### src/rtl/dcr_pkg.sv
`timescale 1ns/1ps
package dcr_pkg;
  localparam int NCH  = 4;
  localparam int CH_W = $clog2(NCH);

  // field order is decoded: mode at bit 3, select at [2:1], enable at bit 0
  typedef struct packed {
    logic            mode4;
    logic [CH_W-1:0] sel;
    logic            en;
  } chain_cfg_t;

  localparam logic [CH_W-1:0] CAP_FOUR = CH_W'(2);
  localparam logic [CH_W-1:0] CAP_TWO  = CH_W'(1);
endpackage

### src/rtl/dcr_target.sv
`timescale 1ns/1ps
module dcr_target
  import dcr_pkg::*;
(
  input  chain_cfg_t      cfg_i,
  output logic [CH_W-1:0] tgt_o,
  output logic [CH_W-1:0] vac_o
);
  logic [CH_W-1:0] cap;

  always_comb begin
    cap   = cfg_i.mode4 ? CAP_FOUR : CAP_TWO;
    tgt_o = (cfg_i.sel > cap) ? cap : cfg_i.sel;
    vac_o = tgt_o + 1'b1;
  end
endmodule

### src/rtl/dcr_permute.sv
`timescale 1ns/1ps
module dcr_permute
  import dcr_pkg::*;
#(
  parameter int W             = 16,
  parameter bit CLEAR_VACATED = 1'b0
) (
  input  logic [NCH*W-1:0] d_i,
  input  logic             mode4_i,
  input  logic [CH_W-1:0]  tgt_i,
  input  logic [CH_W-1:0]  vac_i,
  output logic [NCH*W-1:0] d_o
);
  logic [NCH-1:0][W-1:0] dv;
  logic [NCH-1:0][W-1:0] qv;

  assign dv  = d_i;
  assign d_o = qv;

  // four-channel rotation reduces to each slot taking its lower neighbour
  for (genvar i = 0; i < NCH; i++) begin : g_slot
    localparam int PREV = (i + NCH - 1) % NCH;
    logic [W-1:0] rot_val;
    logic [W-1:0] copy_val;

    if (CLEAR_VACATED) begin : g_clr
      assign rot_val = (vac_i == CH_W'(i)) ? '0 : dv[PREV];
    end else begin : g_keep
      assign rot_val = dv[PREV];
    end

    assign copy_val = (tgt_i == CH_W'(i)) ? dv[NCH-1] : dv[i];
    assign qv[i]    = mode4_i ? rot_val : copy_val;
  end
endmodule

### src/rtl/dma_chain_reload.sv
`timescale 1ns/1ps
module dma_chain_reload
  import dcr_pkg::*;
#(
  parameter int ADDR_W = 16,
  parameter int CNT_W  = 16
) (
  input  logic                  clk,
  input  logic                  rst,
  input  logic                  done_i,
  input  logic [CH_W-1:0]       done_ch_i,
  input  logic [3:0]            chain_cfg_i,
  input  logic [NCH*ADDR_W-1:0] addr_i,
  input  logic [NCH*CNT_W-1:0]  cnt_i,
  output logic [NCH*ADDR_W-1:0] addr_o,
  output logic [NCH*CNT_W-1:0]  cnt_o,
  output logic                  reload_o
);
  chain_cfg_t                 cfg;
  logic [NCH-1:0][CNT_W-1:0]  cnt_iv;
  logic [NCH-1:0][ADDR_W-1:0] addr_iv;
  logic [NCH-1:0][CNT_W-1:0]  cnt_ov;
  logic [NCH-1:0][ADDR_W-1:0] addr_ov;
  logic [CH_W-1:0]            tgt;
  logic [CH_W-1:0]            vac;
  logic [NCH*ADDR_W-1:0]      addr_nx;
  logic [NCH*CNT_W-1:0]       cnt_nx;
  logic                       at_term;
  logic                       fire;

  assign cfg     = chain_cfg_t'(chain_cfg_i);
  assign cnt_iv  = cnt_i;
  assign addr_iv = addr_i;
  assign cnt_ov  = cnt_o;
  assign addr_ov = addr_o;
  assign at_term = (cnt_iv[done_ch_i] == '0);
  assign fire    = done_i & cfg.en & at_term;

  dcr_target u_target (
    .cfg_i (cfg),
    .tgt_o (tgt),
    .vac_o (vac)
  );

  dcr_permute #(.W(ADDR_W), .CLEAR_VACATED(1'b0)) u_addr_perm (
    .d_i     (addr_i),
    .mode4_i (cfg.mode4),
    .tgt_i   (tgt),
    .vac_i   (vac),
    .d_o     (addr_nx)
  );

  dcr_permute #(.W(CNT_W), .CLEAR_VACATED(1'b1)) u_cnt_perm (
    .d_i     (cnt_i),
    .mode4_i (cfg.mode4),
    .tgt_i   (tgt),
    .vac_i   (vac),
    .d_o     (cnt_nx)
  );

  always_ff @(posedge clk) begin
    if (rst) begin
      addr_o   <= '0;
      cnt_o    <= '0;
      reload_o <= 1'b0;
    end else begin
      addr_o   <= fire ? addr_nx : addr_i;
      cnt_o    <= fire ? cnt_nx  : cnt_i;
      reload_o <= fire;
    end
  end


  reload_cause_chk: assert property (@(posedge clk) disable iff (rst)
    reload_o |-> $past(done_i && chain_cfg_i[0]));


  reload_term_chk: assert property (@(posedge clk) disable iff (rst)
    reload_o |-> $past(cnt_iv[done_ch_i]) == '0);


  mirror_chk: assert property (@(posedge clk) disable iff (rst)
    (!reload_o && !$past(rst)) |-> (addr_o == $past(addr_i) && cnt_o == $past(cnt_i)));


  rotate_addr_chk: assert property (@(posedge clk) disable iff (rst)
    (reload_o && $past(chain_cfg_i[3])) |-> addr_ov[0] == $past(addr_iv[NCH-1]));


  vacated_zero_chk: assert property (@(posedge clk) disable iff (rst)
    (reload_o && $past(chain_cfg_i[3])) |-> cnt_ov[$past(vac)] == '0);


  copy_chk: assert property (@(posedge clk) disable iff (rst)
    (reload_o && !$past(chain_cfg_i[3])) |->
      (addr_ov[$past(tgt)] == $past(addr_iv[NCH-1]) && cnt_ov[$past(tgt)] == $past(cnt_iv[NCH-1])));
endmodule

### config.mk
export PLATFORM = sky130hd
export DESIGN_NAME = dma_chain_reload
export DESIGN_NICKNAME = d
export VERILOG_FILES = /design/src/rtl/dcr_pkg.sv /design/src/rtl/dcr_target.sv /design/src/rtl/dcr_permute.sv /design/src/rtl/dma_chain_reload.sv
export SDC_FILE = /design/constraint.sdc
export NUM_CORES = 1
export LEC_CHECK = 0
export ABC_CLOCK_PERIOD_IN_PS = 3300
export BUFFER_PORTS_ARGS = -buffer_cell sky130_fd_sc_hd__clkbuf_2
export CORE_MARGIN = 2
export CORE_UTILIZATION = 25
export DETAILED_ROUTE_END_ITERATION = 10
export GPL_TIMING_DRIVEN = 0
export SYNTH_ARGS = -nofsm -noshare
export SYNTH_HDL_FRONTEND = slang
export SYNTH_HIERARCHICAL = 1
export SYNTH_SLANG_ARGS = --single-unit
### constraint.sdc
create_clock -name clk -period 3.3 [get_ports clk]
set_input_delay 0.99 -clock clk [delete_from_list [all_inputs] [get_ports clk]]
set_output_delay 0.99 -clock clk [all_outputs]
set_load 0.02 [all_outputs]
# == After elaboration in Yosys (flattened, before gate mapping) ==
# Index checks and enable logic that the tools add are counted.
# totals
reg_bits,129
latch_bits,0
ram_bits,0
mem_bits_ro,0
input_bits,137
output_inout_bits,129
word_cells,40
n_memories,0
# classes
n_addsub,1
multipliers,0
div,0
n_lt_le_gt_ge,2
n_eq_ne,5
shifts,0
muxes,24
bitwise_logic,2
n_reduce_logical,3
# op_table
cell,count
16-bit two-way mux,19
64-bit two-way mux,2
16-bit binary-select mux with 2-bit select,1
16-bit logical NOT,1
"2-bit equality test, second input constant",3
"2-bit by 1-bit equality test with 1-bit output, second input constant",2
2-bit logical NOT,2
2-bit two-way mux,2
"2-bit by 3-bit < comparator with 1-bit output, second input constant",1
"2-bit by 1-bit adder with 2-bit output, second input constant",1
1-bit AND,2
2-bit > comparator,1

# == Logic depth before layout (Yosys ltp) ==
# Gate-level depths: netlist of run 1.
# depth
depth_word,8
depth_mapped,9

# == By module ==
# Netlist of run 1, hierarchy kept.
# by_module_without_submodules
mod,instances,cells_per_inst,area_per_inst_um2,seq_area_each_um2
dma_chain_reload,1,642,5851.9,2582.5
dcr_permute (u_addr_perm),1,154,1466.4,0.0
dcr_permute (u_cnt_perm),1,185,1296.2,0.0
dcr_target,1,5,42.5,0.0

# == Least setup slack after synthesis of run 1 ==
# Ideal clock, no wire load.
# synth_path
path_kind,input to register
from,input port cnt_i[17]
to,register addr_o[48]
setup_time_ns,0.132
t_arrival_ns,2.549
required_ns,3.168
setup_slack_ns,0.619
path_stages,8
path_buffers,2
cell_sequence,nor4b_1 -> nand4_1 -> or4_1 -> and3b_1 -> buf_2 -> buf_6 -> o31ai_1 -> a21oi_1
# synth_between
elab_chain_cells,5
# synth_rtl
element,line_no,rtl
"start, declared",dma_chain_reload.sv:14,"input logic [NCH*CNT_W-1:0] cnt_i,"
16-bit binary-select mux with 2-bit select,dma_chain_reload.sv:36,assign at_term = (cnt_iv[done_ch_i] == '0);
16-bit two-way mux (not written as such),dma_chain_reload.sv:36,
16-bit logical NOT,dma_chain_reload.sv:36,
1-bit AND,dma_chain_reload.sv:37,assign fire = done_i & cfg.en & at_term;
64-bit two-way mux,dma_chain_reload.sv:67,addr_o <= fire ? addr_nx : addr_i;
"end signal, assigned",dma_chain_reload.sv:67,
"end, declared",dma_chain_reload.sv:15,"output logic [NCH*ADDR_W-1:0] addr_o,"
# No other way between the ends. The select of a mux whose other input is x is not followed.
# A chain may end at the register's enable or synchronous reset.

# == Worst setup path in the final report of run 1 ==
# layout_path
from,input port cnt_i[48]
to,register addr_o[47]
# Same word-level chain as after synthesis.

==> out/metrics.json, run 1 <==
{
  "power_and_ir_drop": {
    "cellPowerDensity_nw_per_um2": 426,
    "report.power.total_uw": 4750,
    "static_leakage_power_uw": 0.00448,
    "irDropWorstVdd_mv": 0.370
  },
  "synthesis": {
    "sequential_fraction_of_the_synthesis_area": 0.298,
    "synthesis.instances": 986,
    "synthesis.nets": 1123,
    "synth_edf_count": 0,
    "synth_area_per_cell_um2": 8.78,
    "post_synth_arst_share": 0,
    "synth_cell_type_count": 39,
    "synthesis.area_um2": 8660,
    "ys.warnings.count": 6,
    "yosys_register_bits": 129,
    "most_used_dff_post_synth": "sky130_fd_sc_hd__dfxtp_1"
  },
  "clock_network": {
    "cts_tree": "done",
    "cts.clk_slew.worst_paths_ns": 0.07,
    "cts_num_sinks": 129,
    "cts-buffers-inserted": 17,
    "post_cts_hold_buffer_count": 0,
    "ctsLongestPathBuffers": 2,
    "h-tree-depth": 4,
    "cts-root-buf": "sky130_fd_sc_hd__clkbuf_16"
  },
  "floorplan": {
    "die_h_um": 190,
    "design.core.area_um2": 34300,
    "dieWidth_um": 190,
    "design.die.area_um2": 36100,
    "start_util": 0.252,
    "rows": 68,
    "io_pins": 266
  },
  "drt": {
    "drtPass1Iterations": 5,
    "detail_route.wirelength_mm": 40.9,
    "drt-wirelength-per-cell_um": 23.6,
    "route.detailed.vias_per_inst": 5.58,
    "detail_route.iter0.violations": 965,
    "route.vias.total": 9693,
    "ant_nets": 0,
    "detail_route.drc_violations": 0
  },
  "placed_design": {
    "dp_hpwl_mm": 31.1,
    "place_inst": 1705,
    "globalplace.congestion": 0.909,
    "io_buffer_count": 264
  },
  "worst_setup_path": {
    "required_arrival_time_at_the_worst_endpoint_ns": 3.61,
    "startpoint_type": "primary input",
    "criticalPathCategory": "in -> reg",
    "path_max_fanout": 10,
    "endpoint_kind": "register",
    "path_cells": "clkbuf_2, nor4b_1, nand4_1, nor4_1, nor3b_1, clkbuf_2, buf_1, o31ai_1, a21oi_1",
    "worst_path_largest_cell_delay_ns": 0.41,
    "critical_path_arrival_ns": 3.44,
    "crit_top_cell": "sky130_fd_sc_hd__clkbuf_2",
    "slowest_stage": "sky130_fd_sc_hd__clkbuf_2",
    "timing.critical_path.buf_inv": 3,
    "path_delay_family": "buffers and inverters"
  },
  "cells_and_area": {
    "utilization": 0.325,
    "post_route_cells_drive_above_1_share": 0.314,
    "fin_cells": 1737,
    "most_common_cell_after_layout_fill_and_taps_aside": "sky130_fd_sc_hd__clkbuf_2",
    "number_of_inserted_diodes": 0,
    "final_nets": 1406,
    "mostFrequentLayoutCells": "sky130_fd_sc_hd__clkbuf_2 (268), sky130_fd_sc_hd__a21oi_1 (129), sky130_fd_sc_hd__dfxtp_1 (129)",
    "area_growth_from_synthesis_to_layout_pct": 28.6,
    "filler_cell_count": 3659
  },
  "global_route": {
    "grt_max_degree": 17,
    "gr-usage-all-layers": 0.220,
    "first_global_vias": 8966,
    "grt.overflow.total": 0,
    "grt_antenna_before_repair": 1,
    "grt_pass1_wl_mm": 58.4
  },
  "timing": {
    "drv_slew": 0,
    "grt_setup_unrepaired": "no",
    "report.final.setup_viol": 0,
    "worst_pin_slew_ns": 1.22,
    "final.min_clock_period_ns": 3.13,
    "period_share": 0.949,
    "report.final.hold_viol_count": 0,
    "max-slew-margin-rel": 0.163,
    "achievable-frequency_mhz": 319
  },
  "hold_path": {
    "worstHoldStart": "addr_i[42]",
    "worst_hold_path.num_cells": 3,
    "endpoint_worst_hold": "addr_o[42]",
    "hp-class": "in -> reg"
  },
  "run": {
    "max-cap-violations": 0
  },
  "status": {
    "status": "finished, final reports clean"
  }
}
-- synthesized netlist by cell type, types with 2 or more instances --
library cell | n | share of area
sky130_fd_sc_hd__mux2i_1 | 48 | 0.055
sky130_fd_sc_hd__a21oi_1 | 129 | 0.075
sky130_fd_sc_hd__clkbuf_2 | 3 | 0.0017
sky130_fd_sc_hd__nand2_1 | 32 | 0.014
sky130_fd_sc_hd__a221o_1 | 32 | 0.037
sky130_fd_sc_hd__o31ai_1 | 128 | 0.11
sky130_fd_sc_hd__o2bb2ai_1 | 32 | 0.032
sky130_fd_sc_hd__a21boi_2 | 2 | 0.0026
sky130_fd_sc_hd__inv_1 | 18 | 0.0078
sky130_fd_sc_hd__nand4_1 | 4 | 0.0029
sky130_fd_sc_hd__nand2b_1 | 5 | 0.0036
sky130_fd_sc_hd__nor2_1 | 4 | 0.0017
sky130_fd_sc_hd__buf_2 | 16 | 0.0093
sky130_fd_sc_hd__o21a_1 | 3 | 0.0026
sky130_fd_sc_hd__nor2b_1 | 32 | 0.023
sky130_fd_sc_hd__buf_4 | 18 | 0.016
sky130_fd_sc_hd__or4_1 | 2 | 0.0017
sky130_fd_sc_hd__and4bb_2 | 4 | 0.0058
sky130_fd_sc_hd__buf_1 | 15 | 0.0065
sky130_fd_sc_hd__dfxtp_1 | 129 | 0.30
sky130_fd_sc_hd__and4bb_1 | 28 | 0.040
sky130_fd_sc_hd__o21ai_0 | 32 | 0.018
sky130_fd_sc_hd__nor4b_1 | 2 | 0.0020
sky130_fd_sc_hd__buf_12 | 2 | 0.0046
sky130_fd_sc_hd__o211ai_1 | 128 | 0.11
sky130_fd_sc_hd__buf_6 | 22 | 0.029
sky130_fd_sc_hd__mux2_2 | 32 | 0.042
sky130_fd_sc_hd__clkbuf_1 | 61 | 0.026
sky130_fd_sc_hd__nor4_1 | 13 | 0.0094
-- repair_timing --
item	in CTS	in global routing
endpoints found under the hold margin	0	0
setup buffers	0	0
resized for setup	2	0
setup endpoints to repair	9	0
-- cell families (layout without fill, tap and decap cells) --
kind of cell / Yosys count / in the layout / share of synthesized area
and+or+nand+nor: 133 / 133 / 0.111
buffers and inverters: 155 / 451 / 0.101
AOI/OAI and AO/OA: 488 / 488 / 0.392
DFF: 129 / 129 / 0.298
muxes: 81 / 81 / 0.0989
-- registers in the layout (all words and copies together) (netlist names) --
register	cells
addr_o	64
cnt_o	64
reload_o	1
-- stage by stage --
step	instance area, um^2	hold slack [ns]	setup slack, ns	setup TNS, ns
CTS	11100	0.814	0.233	0
floorplan	8660	1.14	0.619	0
detailed placement	10500	1.29	-0.591	-45.25
global route	11100	0.842	0.0574	0
global placement	10500	1.29	-0.603	-45.52
finish	11100	0.843	0.167	0
-- how the worst max path moves through the flow --
| stage | cells after the start | slack, ns | start | end |
|---|---|---|---|---|
| after floorplan | 8 | 0.62 | cnt_i[17] | addr_o[48] |
| after global placement | 9 | -0.60 | done_ch_i[0] | addr_o[47] |
| after detailed placement | 9 | -0.59 | done_ch_i[0] | addr_o[47] |
| after CTS | 9 | 0.23 | done_ch_i[0] | cnt_o[52] |
| after global routing | 9 | 0.06 | cnt_i[48] | addr_o[47] |
| final | 9 | 0.17 | cnt_i[48] | addr_o[47] |
-- where the power goes --
part	total (uW)	switching [uW]	internal [uW]
clock network	1950	836	1120
registers	1680	31.7	1650
logic	1120	717	399
-- layer usage --
layer  vias to the layer above  wire length [um]  part of all wire  track usage
li1                       4460                 -                 -            -
met1                      4545             17700              0.43        0.295
met2                       600             17600              0.43        0.337
met3                        86              3960             0.097       0.0481
met4                         2              1630             0.040        0.100
met5                         -                13           0.00032            0
-- final cells by class --
type,count,area [um^2],area share
Tap cell,455,569,0.0511
Inverter,18,67.6,0.00607
Multi-Input combinational cell,702,5210,0.468
Buffer,137,805,0.0722
Clock inverter,15,156,0.0140
Clock buffer,17,425,0.0382
Sequential cell,129,2580,0.232
Timing Repair Buffer,264,1320,0.119
-- worst min-delay path, cell delays in order --
cell and delay (ns):
sky130_fd_sc_hd__clkbuf_2 0.12, sky130_fd_sc_hd__o31ai_1 0.07, sky130_fd_sc_hd__a21oi_1 0.06
Power figures use the tool's default switching activity.
==> inputs of run 2 (changes only) <==
--- a/config.mk
+++ b/config.mk
@@ -5,8 +5,10 @@
 export SDC_FILE = /design/constraint.sdc
 export NUM_CORES = 1
 export LEC_CHECK = 0
+export ABC_AREA = 1
 export ABC_CLOCK_PERIOD_IN_PS = 3300
 export BUFFER_PORTS_ARGS = -buffer_cell sky130_fd_sc_hd__clkbuf_2
+export CAP_MARGIN = 10
 export CORE_MARGIN = 2
 export CORE_UTILIZATION = 25
 export DETAILED_ROUTE_END_ITERATION = 10
==> out/metrics.json, run 2 <==
{
  "status": {
    "status": "finished, final reports clean"
  },
  "power_and_ir_drop": {
    "cellPowerDensity_nw_per_um2": 402,
    "static_leakage_power_uw": 0.00821,
    "irDropWorstVdd_mv": 0.341
  },
  "drt": {
    "drtPass1Iterations": 5,
    "detail_route.iter0.violations": 984,
    "detail_route.wirelength_mm": 45.4,
    "detail_route.drc_violations": 0,
    "route.vias.total": 12100,
    "drt-wirelength-per-cell_um": 16.9,
    "route.detailed.vias_per_inst": 4.53,
    "ant_nets": 0
  },
  "cells_and_area": {
    "fin_cells": 2679,
    "utilization": 0.318,
    "top_registers": "addr_o: 64 flops, cnt_o: 64 flops, reload_o: 1 flops",
    "most_common_cell_after_layout_fill_and_taps_aside": "sky130_fd_sc_hd__nand2_1",
    "filler_cell_count": 4574,
    "final_nets": 2278,
    "mostFrequentLayoutCells": "sky130_fd_sc_hd__nand2_1 (507), sky130_fd_sc_hd__inv_1 (500), sky130_fd_sc_hd__clkbuf_2 (265)",
    "post_route_cells_drive_above_1_share": 0.190,
    "area_growth_from_synthesis_to_layout_pct": 25.8
  },
  "floorplan": {
    "rows": 73,
    "design.die.area_um2": 41800,
    "io_pins": 266,
    "die_h_um": 204,
    "design.core.area_um2": 39700,
    "start_util": 0.253,
    "dieWidth_um": 204
  },
  "clock_network": {
    "cts_num_sinks": 129,
    "ctsLongestPathBuffers": 2,
    "cts_tree": "done",
    "cts-buffers-inserted": 17,
    "cts-root-buf": "sky130_fd_sc_hd__clkbuf_16",
    "h-tree-depth": 4,
    "cts_setup_buffers": 0,
    "cts.clk_slew.worst_paths_ns": 0.06,
    "post_cts_hold_buffer_count": 0,
    "cts_repair_resize_count": 0
  },
  "hold_path": {
    "hp-class": "in -> reg"
  },
  "global_route": {
    "grt_most_used_layer": "met2",
    "grt_util_met1": 0.266,
    "grt_pass1_wl_mm": 67.3,
    "first_global_vias": 11700,
    "grt_antenna_before_repair": 3,
    "grt_max_degree": 17,
    "globalRouteMet2Util": 0.365,
    "grt.met3_usage": 0.0443,
    "grt.overflow.total": 0,
    "gr-usage-all-layers": 0.216
  },
  "timing": {
    "final.setup.tns_ns": 0,
    "report.final.setup_viol": 0,
    "grt_setup_unrepaired": "no",
    "max-slew-margin-rel": 0.273,
    "period_share": 0.762,
    "final.min_clock_period_ns": 2.52,
    "achievable-frequency_mhz": 398,
    "finalHoldWorstSlack_ns": 0.725,
    "report.final.hold_viol_count": 0,
    "worst_pin_slew_ns": 1.09,
    "drv_slew": 0
  },
  "synthesis": {
    "synth_cell_type_count": 26,
    "synthesis.instances": 1857,
    "post-synth-top-area-fraction": 0.257,
    "ys.warnings.count": 6,
    "synth.largest_area_cell": "sky130_fd_sc_hd__dfxtp_1",
    "synthesis.nets": 1994,
    "synth.top_cells.by_area": "sky130_fd_sc_hd__dfxtp_1 (26%), sky130_fd_sc_hd__nand2_1 (19%), sky130_fd_sc_hd__inv_1 (19%), sky130_fd_sc_hd__nand3_1 (9.3%), sky130_fd_sc_hd__nand4_1 (8.0%)",
    "most_used_dff_post_synth": "sky130_fd_sc_hd__dfxtp_1",
    "synth_edf_count": 0,
    "sequential_fraction_of_the_synthesis_area": 0.257,
    "synthesis.area_um2": 10000,
    "synthMostInstantiatedCell": "sky130_fd_sc_hd__nand2_1",
    "synth_common_cells": "sky130_fd_sc_hd__nand2_1 (507), sky130_fd_sc_hd__inv_1 (500), sky130_fd_sc_hd__nor2_1 (189), sky130_fd_sc_hd__nand3_1 (186), sky130_fd_sc_hd__dfxtp_1 (129)",
    "post_synth_arst_share": 0,
    "yosys_register_bits": 129,
    "synth_area_per_cell_um2": 5.41
  },
  "worst_setup_path": {
    "required_arrival_time_at_the_worst_endpoint_ns": 3.67,
    "critical_path_arrival_ns": 2.89,
    "endpoint_kind": "register",
    "startpoint_type": "primary input",
    "path_max_fanout": 10,
    "path_cells": "clkbuf_2, nor2_1, nand2_1, nor2_1, nand3_1, nand3_1, nand3_1, buf_2, buf_2, nand2_1, inv_1, nor2_1",
    "path_delay_family": "simple AND/OR/NAND/NOR gates",
    "criticalPathCategory": "in -> reg",
    "timing.critical_path.buf_inv": 4,
    "worst_path_largest_cell_delay_ns": 0.29,
    "slowest_stage": "sky130_fd_sc_hd__buf_2"
  },
  "placed_design": {
    "globalplace.congestion": 0.943,
    "place_inst": 2647,
    "io_buffer_count": 265,
    "dp_hpwl_mm": 36.7
  },
  "run": {
    "max-cap-violations": 0
  }
}
run 2: changes by cell type after synthesis, moves of 124 or more:
cell,delta
sky130_fd_sc_hd__nand2_1,+475
sky130_fd_sc_hd__inv_1,+482
sky130_fd_sc_hd__o211ai_1,-128
sky130_fd_sc_hd__nor2_1,+185
sky130_fd_sc_hd__o31ai_1,-128
sky130_fd_sc_hd__nand3_1,+186
sky130_fd_sc_hd__nand4_1,+124
run 2: power breakdown:
| group | switching, uW | total, uW | internal [uW] |
|---|---|---|---|
| sequential | 32.9 | 1690 | 1660 |
| combinational | 956 | 1380 | 427 |
| clock | 778 | 2000 | 1220 |
run 2: path summary, 6_finish.rpt:
check	start	endpoint	depth (start not counted)
worst min-delay path	rst	reload_o	2
worst max-delay path	cnt_i[28]	cnt_o[30]	12
run 2: per-layer routing:
layer	vias to the layer above	part of all wire
met5	-	0.00086
met4	6	0.033
met3	82	0.073
met2	488	0.46
met1	5521	0.43
li1	6051	-
run 2: final cells by class:
type                    count  area (um^2)  area share
well taps                 525          657      0.0520
plain buffers             119          658      0.0521
flip-flops and latches    129         2580       0.204
inverters                 511         1940       0.154
diodes                      1         2.50    0.000198
clock inverters            12          155      0.0123
repair buffers            265         1330       0.105
multi-input cells        1098         4860       0.385
clock buffers              19          453      0.0358
run 2: cell families (layout without fill, tap and decap cells):
group,count (synthesis),count (layout),share of synthesized area
simple gates,1032,1032,0.450
flops,129,129,0.257
other cells,0,1,0
buf+inv,630,926,0.259
compound gates,66,66,0.0340
run 2: stage by stage:
step / worst slack, ns / area [um^2] / total power, uW
floorplan: 1.20 / 10000 / 2560
global placement: 0.268 / 12000 / 3090
detailed placement: 0.269 / 12000 / 3090
CTS: 0.746 / 12600 / 5130
global route: 0.591 / 12600 / 5360
finish: 0.785 / 12600 / 5080
